[config.mk]
export PLATFORM = sky130hd
export DESIGN_NAME = hbf_filter_top
export DESIGN_NICKNAME = d
export VERILOG_FILES = /design/src/rtl/hbf_pkg.sv /design/src/rtl/hbf_rate_ctrl.sv /design/src/rtl/hbf_delay_line.sv /design/src/rtl/hbf_symmac.sv /design/src/rtl/hbf_filter_top.sv
export SDC_FILE = /design/constraint.sdc
export NUM_CORES = 2
export LEC_CHECK = 0
export BUFFER_PORTS_ARGS = -buffer_cell sky130_fd_sc_hd__buf_2
export CORE_UTILIZATION = 45
export CTS_CLUSTER_DIAMETER = 40
export DETAILED_ROUTE_END_ITERATION = 8
export PLACE_DENSITY_LB_ADDON = 0.08
export SLEW_MARGIN = 20
export SYNTH_ARGS = -nofsm -noshare
export SYNTH_HDL_FRONTEND = slang
export SYNTH_SLANG_ARGS = --single-unit
[constraint.sdc]
create_clock -name clk -period 12.75 [get_ports clk]
set_clock_uncertainty 0.2 [all_clocks]
set_input_delay 2.55 -clock clk [delete_from_list [all_inputs] [get_ports clk]]
set_output_delay 2.55 -clock clk [all_outputs]
set_load 0.005 [all_outputs]
[src/rtl/hbf_pkg.sv]
`timescale 1ns/1ps
// Shared constants, mode type and fixed coefficient set of the half-band filter.
// Assumes the tap count is 4*k+3 so the outermost taps sit at an odd offset.
package hbf_pkg;

    localparam int TAPS      = 55;
    localparam int CENTRE    = (TAPS - 1) / 2;
    localparam int NPAIR     = (CENTRE + 1) / 2;
    localparam int NLEAF     = 1 << $clog2(NPAIR + 1);
    localparam int TREE_LVL  = $clog2(NLEAF);
    // pre-add, multiply, adder tree levels, output register
    localparam int LATENCY   = 3 + TREE_LVL;
    localparam int COEF_W    = 16;

    typedef enum logic [1:0] {
        MODE_SAME   = 2'd0,
        MODE_DECIM  = 2'd1,
        MODE_INTERP = 2'd2
    } hbf_mode_e;

    localparam logic signed [COEF_W-1:0] CENTRE_COEF = 16'sd16384;

    // Coefficient of the symmetric pair at offset 2*i+1 from the centre.
    function automatic logic signed [COEF_W-1:0] pair_coef(input int i);
        case (i)
            0:       pair_coef = 16'sd10300;
            1:       pair_coef = -16'sd3300;
            2:       pair_coef = 16'sd1850;
            3:       pair_coef = -16'sd1180;
            4:       pair_coef = 16'sd790;
            5:       pair_coef = -16'sd530;
            6:       pair_coef = 16'sd350;
            7:       pair_coef = -16'sd225;
            8:       pair_coef = 16'sd138;
            9:       pair_coef = -16'sd80;
            10:      pair_coef = 16'sd43;
            11:      pair_coef = -16'sd20;
            12:      pair_coef = 16'sd8;
            13:      pair_coef = -16'sd3;
            default: pair_coef = 16'sd0;
        endcase
    endfunction

    // Sum of coefficient magnitudes over all taps.
    function automatic longint abs_coef_sum();
        longint s;
        s = longint'(CENTRE_COEF);
        for (int i = 0; i < NPAIR; i++) begin
            s += 2 * ((pair_coef(i) < 0) ? -longint'(pair_coef(i)) : longint'(pair_coef(i)));
        end
        return s;
    endfunction

endpackage

[src/rtl/hbf_rate_ctrl.sv]
`timescale 1ns/1ps
// Mode decode, slot phase and zero insertion for the half-band filter.
// Holds the active mode. Raises flush for one cycle when the requested mode
// differs from it. Produces the sample to shift in and the per-edge keep flag.
// Assumes sync_in and the select inputs are synchronous to clk.
module hbf_rate_ctrl
    import hbf_pkg::*;
#(
    parameter int IN_W = 12
) (
    input  logic                   clk,
    input  logic                   rst_n,
    input  logic                   interp_sel,
    input  logic                   decim_sel,
    input  logic                   sync_in,
    input  logic signed [IN_W-1:0] din,
    output logic                   flush,
    output logic                   slot,
    output logic                   keep,
    output logic signed [IN_W-1:0] shift_val,
    output hbf_mode_e              mode_q
);

    hbf_mode_e mode_req;
    logic      slot_q;

    // Decode the two select pins into a mode; equal pins mean same rate.
    always_comb begin
        if (interp_sel == decim_sel) mode_req = MODE_SAME;
        else if (decim_sel)          mode_req = MODE_DECIM;
        else                         mode_req = MODE_INTERP;
    end

    // Slot phase, zero insertion and keep flag for the current edge.
    always_comb begin
        flush     = (mode_req != mode_q);
        slot      = sync_in ? 1'b0 : ~slot_q;
        shift_val = (mode_req == MODE_INTERP && slot) ? '0 : din;
        keep      = (mode_req != MODE_DECIM) || !slot;
    end

    // Hold the mode and the previous slot; a clear restarts the phase at slot 0.
    always_ff @(posedge clk) begin
        if (!rst_n || flush) begin
            mode_q <= mode_req;
            slot_q <= 1'b1;
        end else begin
            slot_q <= slot;
        end
    end


    slot_alt_chk: assert property (@(posedge clk) disable iff (!rst_n)
        !flush |=> (sync_in || slot != $past(slot)));


    sync_slot_chk: assert property (@(posedge clk) disable iff (!rst_n)
        sync_in |-> !slot);


    mode_hold_chk: assert property (@(posedge clk) disable iff (!rst_n)
        !flush |=> $stable(mode_q));

endmodule

[src/rtl/hbf_delay_line.sv]
`timescale 1ns/1ps
// Tapped shift register holding the most recent samples; tap 0 is newest.
// A flush or reset clears every tap in the same cycle.
module hbf_delay_line #(
    parameter int W     = 12,
    parameter int DEPTH = 55
) (
    input  logic                clk,
    input  logic                rst_n,
    input  logic                flush,
    input  logic signed [W-1:0] shift_in,
    output logic signed [W-1:0] taps [DEPTH]
);

    // Shift one place per clock, or clear on flush/reset.
    always_ff @(posedge clk) begin
        if (!rst_n || flush) begin
            taps <= '{default: '0};
        end else begin
            taps[0] <= shift_in;
            for (int k = 1; k < DEPTH; k++) taps[k] <= taps[k-1];
        end
    end


    shift_chk: assert property (@(posedge clk) disable iff (!rst_n)
        !flush |=> (taps[0] == $past(shift_in) && taps[DEPTH-1] == $past(taps[DEPTH-2])));


    flush_clr_chk: assert property (@(posedge clk) disable iff (!rst_n)
        flush |=> (taps[0] == '0 && taps[DEPTH/2] == '0 && taps[DEPTH-1] == '0));

endmodule

[src/rtl/hbf_symmac.sv]
`timescale 1ns/1ps
// Symmetric half-band multiply-accumulate. Pre-adds mirrored taps, multiplies
// each pair and the centre tap by fixed coefficients, then sums the products
// in a registered binary tree. Latency from the tap state to acc is LATENCY.
// Assumes ACC_W holds the full tap sum.
module hbf_symmac
    import hbf_pkg::*;
#(
    parameter int IN_W  = 12,
    parameter int ACC_W = 32
) (
    input  logic                    clk,
    input  logic                    rst_n,
    input  logic                    flush,
    input  logic signed [IN_W-1:0]  taps [TAPS],
    output logic signed [ACC_W-1:0] acc
);

    localparam int PRE_W = IN_W + 1;
    localparam logic signed [ACC_W-1:0] ACC_BOUND =
        ACC_W'(abs_coef_sum() * (longint'(1) << (IN_W - 1)));

    logic signed [PRE_W-1:0] pre_c  [NPAIR+1];
    logic signed [PRE_W-1:0] pre_q  [NPAIR+1];
    logic signed [ACC_W-1:0] prod_c [NLEAF];
    logic signed [ACC_W-1:0] node   [1:2*NLEAF-1];

    // Pre-adders for each mirrored tap pair at odd offset.
    for (genvar i = 0; i < NPAIR; i++) begin : g_pair
        localparam int OFF = 2 * i + 1;
        assign pre_c[i] = {taps[CENTRE-OFF][IN_W-1], taps[CENTRE-OFF]}
                        + {taps[CENTRE+OFF][IN_W-1], taps[CENTRE+OFF]};
    end
    assign pre_c[NPAIR] = {taps[CENTRE][IN_W-1], taps[CENTRE]};

    // One multiplier per leaf; spare leaves of the power-of-two tree are zero.
    for (genvar i = 0; i < NLEAF; i++) begin : g_leaf
        if (i < NPAIR) begin : g_pair_mul
            localparam logic signed [ACC_W-1:0] K = ACC_W'(pair_coef(i));
            assign prod_c[i] = ACC_W'(pre_q[i]) * K;
        end else if (i == NPAIR) begin : g_centre_mul
            localparam logic signed [ACC_W-1:0] K = ACC_W'(CENTRE_COEF);
            assign prod_c[i] = ACC_W'(pre_q[i]) * K;
        end else begin : g_pad
            assign prod_c[i] = '0;
        end
    end

    // Pre-add, product and tree registers; cleared together on flush/reset.
    always_ff @(posedge clk) begin
        if (!rst_n || flush) begin
            pre_q <= '{default: '0};
            node  <= '{default: '0};
            acc   <= '0;
        end else begin
            pre_q <= pre_c;
            for (int i = 0; i < NLEAF; i++) node[NLEAF+i] <= prod_c[i];
            for (int n = 1; n < NLEAF; n++) node[n] <= node[2*n] + node[2*n+1];
            acc <= node[1];
        end
    end


    no_overflow_chk: assert property (@(posedge clk) disable iff (!rst_n)
        (acc <= ACC_BOUND && acc >= -ACC_BOUND));


    mac_clear_chk: assert property (@(posedge clk) disable iff (!rst_n)
        flush |=> (acc == '0 && node[1] == '0));

endmodule

[src/rtl/hbf_filter_top.sv]
`timescale 1ns/1ps
// Top of the half-band rate-change filter. Joins rate control, delay line
// and multiply-accumulate, and delays the keep flag to match the datapath.
// Assumes one input sample per clock; interpolation uses the clock as the
// output rate.
module hbf_filter_top
    import hbf_pkg::*;
#(
    parameter int IN_W  = 12,
    parameter int ACC_W = 32
) (
    input  logic                    clk,
    input  logic                    rst_n,
    input  logic                    interp_sel,
    input  logic                    decim_sel,
    input  logic                    sync_in,
    input  logic signed [IN_W-1:0]  din,
    output logic signed [ACC_W-1:0] acc_out,
    output logic                    out_valid
);

    localparam int CNT_W   = $clog2(LATENCY + 3) + 1;
    localparam int CNT_SAT = LATENCY + 2;

    logic                   flush;
    logic                   slot;
    logic                   keep;
    logic signed [IN_W-1:0] shift_val;
    hbf_mode_e              mode_q;
    logic signed [IN_W-1:0] tap_w [TAPS];
    logic [LATENCY:0]       vpipe;

    hbf_rate_ctrl #(.IN_W(IN_W)) u_rate (
        .clk        (clk),
        .rst_n      (rst_n),
        .interp_sel (interp_sel),
        .decim_sel  (decim_sel),
        .sync_in    (sync_in),
        .din        (din),
        .flush      (flush),
        .slot       (slot),
        .keep       (keep),
        .shift_val  (shift_val),
        .mode_q     (mode_q)
    );

    hbf_delay_line #(.W(IN_W), .DEPTH(TAPS)) u_dline (
        .clk      (clk),
        .rst_n    (rst_n),
        .flush    (flush),
        .shift_in (shift_val),
        .taps     (tap_w)
    );

    hbf_symmac #(.IN_W(IN_W), .ACC_W(ACC_W)) u_mac (
        .clk   (clk),
        .rst_n (rst_n),
        .flush (flush),
        .taps  (tap_w),
        .acc   (acc_out)
    );

    // Carry the keep flag alongside the datapath so it lines up with acc_out.
    always_ff @(posedge clk) begin
        if (!rst_n || flush) vpipe <= '0;
        else                 vpipe <= {vpipe[LATENCY-1:0], keep};
    end

    assign out_valid = vpipe[LATENCY];

    // Checker state: cycles since the last clear, and since the last clear or sync.
    logic [CNT_W-1:0] quiet_cnt;
    logic [CNT_W-1:0] nosync_cnt;

    // Count cycles since clear and since sync, saturating.
    always_ff @(posedge clk) begin
        if (!rst_n || flush) begin
            quiet_cnt  <= '0;
            nosync_cnt <= '0;
        end else begin
            if (quiet_cnt != CNT_W'(CNT_SAT)) quiet_cnt <= quiet_cnt + 1'b1;
            if (sync_in)                          nosync_cnt <= '0;
            else if (nosync_cnt != CNT_W'(CNT_SAT)) nosync_cnt <= nosync_cnt + 1'b1;
        end
    end


    same_valid_chk: assert property (@(posedge clk) disable iff (!rst_n)
        (mode_q == MODE_SAME && quiet_cnt > CNT_W'(LATENCY)) |-> out_valid);


    interp_valid_chk: assert property (@(posedge clk) disable iff (!rst_n)
        (mode_q == MODE_INTERP && quiet_cnt > CNT_W'(LATENCY)) |-> out_valid);


    interp_zero_chk: assert property (@(posedge clk) disable iff (!rst_n)
        (mode_q == MODE_INTERP && !flush && slot) |=> tap_w[0] == '0);


    decim_alt_chk: assert property (@(posedge clk) disable iff (!rst_n)
        (mode_q == MODE_DECIM && nosync_cnt > CNT_W'(LATENCY + 1) && out_valid) |=> !out_valid);


    flush_quiet_chk: assert property (@(posedge clk) disable iff (!rst_n)
        (quiet_cnt <= CNT_W'(LATENCY)) |-> !out_valid);

endmodule

==> flow_summary.json <==
{
  "finalCriticalPeriod_ns": 6.04,
  "post_drt_wl_per_cell_um": 16.7,
  "syn_avg_cell_area_sq_um": 9.62,
  "crit_chain": "fa_1 -> fa_1 -> inv_1 -> fa_1 -> inv_1 -> fa_1 -> inv_1 -> fa_1 -> inv_1 -> ha_1 -> o21a_1 -> o21ai_0 -> o311ai_1 -> o41ai_2 -> o211a_1 -> a21oi_1 -> a21oi_1 -> a21oi_1 -> xnor2_1 -> nor2_1",
  "area_growth_pct": 13.2,
  "synth_ff_type": "dfxtp_1",
  "regArea_sq_um": 32400,
  "synthDistinctLibCells": 85,
  "crit_arrival_ns": 6.59,
  "rr_worst_depth": 20,
  "syn_inst": 9688,
  "cpMostUsedCell": "fa_1",
  "ir_drop_mv": 0.162,
  "first_global_vias": 63203,
  "syn_nets": 11512,
  "drive_gt1_share_pct": 6.12,
  "die_x_um": 457,
  "port_buffers": 49,
  "seqPwrFrac_pct": 40.0,
  "cts_buffers": 279,
  "synthesis.area_sq_um": 93200,
  "holdPathStages": 1,
  "drt_iter0_drc": 2803,
  "post-cts-setup-buffers": 0,
  "totalWireLength_um": 212000,
  "grtUsageTotal_pct": 20.3,
  "clk_latency_ns": 0.92,
  "tightest_slew_ns": 1.08,
  "critPathTopFamily": "adder cells",
  "setup_viol": 0,
  "cp.required_ns": 13.30,
  "rsz0062_at_grt": "false",
  "die_area_sq_um": 209000,
  "cellPowerDensity_nw_per_um2": 121,
  "layout.nets": 11651,
  "fin_crit_sh_pct": 47.4,
  "io_pins": 50,
  "cts.path.max_buffers": 4,
  "start_util_pct": 45.4,
  "async_reset_ff_share_pct": 0,
  "clock.fmax_ghz": 0.165,
  "power_w": 0.0127,
  "place_congestion": 0.882,
  "cts_tree": "built",
  "grt_pass1_wl_um": 339000,
  "die_h_um": 457,
  "cts.sinks": 1618,
  "antenna_left": 0,
  "dr.pass1.iters": 6,
  "hold_viol": 0,
  "status": "complete, no violations",
  "dp_hpwl_um": 168000,
  "path_max_fanout": 6,
  "cts_resized": 0,
  "start_kind": "flip-flop",
  "final_core_util_pct": 51.4,
  "use_met3_pct": 3.10,
  "grt-ovfl-total": 0,
  "switching_share_pct": 22.2,
  "gr-usage-met1_pct": 27.0,
  "coreArea_sq_um": 205000,
  "synth_edf_count": 2,
  "path_buf_inv": 4,
  "grt_use_met2_pct": 33.8,
  "yosys_warnings": 0,
  "htree_levels": 5,
  "top_usage_layer": "met2",
  "switching_power_w": 0.00283,
  "power_frac_comb_pct": 1.8,
  "antenna_found_initial": 9,
  "final-max-slew-violation-count": 0,
  "drcViolationCount": 0,
  "num_vias": 62650,
  "postCtsHoldBufs": 0,
  "fin_tns_setup_ns": 0,
  "clock-root-buffer": "clkbuf_16",
  "slew_headroom_pct": 27.9,
  "multiInputGateArea_sq_um": 55300,
  "critical_path.max_stage_delay_ns": 0.55,
  "path_depth": 20,
  "end_kind": "flip-flop",
  "yosys_register_bits": 1618,
  "maxCapViolCount": 0,
  "clk_pin_slew_ns": 0.06,
  "clkPwrFrac_pct": 58.2,
  "leakage_nw": 51.3,
  "rows": 166,
  "p_int_w": 0.00989,
  "cpMaxStageDelayCell": "fa_1",
  "routed_via_density": 4.93,
  "crit_type": "flip-flop to flip-flop",
  "grt_max_degree": 205,
  "fillers": 18933,
  "hold_class": "flip-flop to flip-flop",
  "yosysSeqAreaShare_pct": 34.8
}
## cells in the final DEF, fill, tap and decap left out, drive strengths merged, types with 75 or more instances in the layout
cell	n
xor2	261
ha	1330
nor3	168
nand3	75
inv	1295
o21ai	304
nand2b	107
o21a	90
a21oi	431
and2	818
xnor2	311
nor2b	145
dfxtp	1616
fa	477
nand2	245
nor2	905
clkbuf	327
a21o	279
## state kept, by name (all words and copies together) (netlist names)
signal,flops
u_mac.node,746
u_dline.taps,635
u_mac.pre_q,194
u_mac.acc,32
vpipe,8
u_rate.mode_q,2
u_rate.slot_q,1
## Yosys cell counts, types with 90 or more instances
cell type | count | area [sq um]
nand2_1 | 245 | 920
o21a_1 | 90 | 676
a21o_1 | 279 | 2090
nor2b_1 | 145 | 907
nand2b_1 | 107 | 669
a21oi_1 | 430 | 2150
xnor2_1 | 311 | 2720
ha_1 | 1330 | 16600
and2_1 | 817 | 5110
xor2_1 | 261 | 2290
dfxtp_1 | 1616 | 32400
inv_1 | 1240 | 4650
nor3_1 | 168 | 841
nor2_1 | 905 | 3400
fa_1 | 477 | 9550
o21ai_0 | 265 | 1330
clkbuf_1 | 207 | 777
## logic make-up after synthesis
group / share of synthesized area (%)
adders and majority gates: 28.1
DFF: 34.8
xor gates and xnor gates: 5.38
AOI/OAI and AO/OA: 11.0
buffers and inverters: 5.84
muxes: 0.270
and+or+nand+nor: 14.6
## cell type report
class	count	area share (%)
Inverter	1240	4.42
Sequential cell	1618	30.7
Clock buffer	327	7.14
Multi-Input combinational cell	6620	52.4
Clock inverter	156	1.71
Tap cell	2688	3.19
Timing Repair Buffer	68	0.380
Antenna cell	2	0.00474
## power groups by stage
stage / registers [W] / clock network [W] / logic, W
6_report: 0.00509 / 0.00740 / 0.000234
5_1_grt: 0.00508 / 0.00783 / 0.000267
4_1_cts: 0.00509 / 0.00758 / 0.000243
3_5_place_dp: 0.00519 / 0 / 0.000242
3_3_place_gp: 0.00519 / 0 / 0.000240
2_1_floorplan: 0.00519 / 0 / 0.000178
## routing by layer
metal	share of wire, %	vias to the layer above
met2	46	808
met3	3.2	341
met1	48	29349
met5	0.0094	-
met4	2.8	2
li1	-	32150
## path summary, 6_finish.rpt
path,start,end,slack (ns)
setup / recovery,u_mac.pre_q[118]$_SDFF_PP0_,u_mac.node[350]$_SDFF_PP0_,6.71
hold / removal,u_mac.node[991]$_SDFF_PP0_,u_mac.acc[31]$_SDFF_PP0_,0.19
setup reg to reg,u_mac.pre_q[118]$_SDFF_PP0_,u_mac.node[350]$_SDFF_PP0_,6.71
hold reg to reg,u_mac.node[991]$_SDFF_PP0_,u_mac.acc[31]$_SDFF_PP0_,0.19
## stage by stage
stage                     instances  instance area (sq um)  setup WS [ns]  hold WS (ns)
after floorplan                9688                  93200           7.31         0.206
after global placement        12234                  96100           6.26         0.208
after detailed placement      12234                  96100           6.21         0.210
after CTS                     12717                 105000           6.68         0.202
after global routing          12718                 105000           6.36         0.219
final                         12719                 105000           6.71         0.193
(Power assumes the default switching activity.)
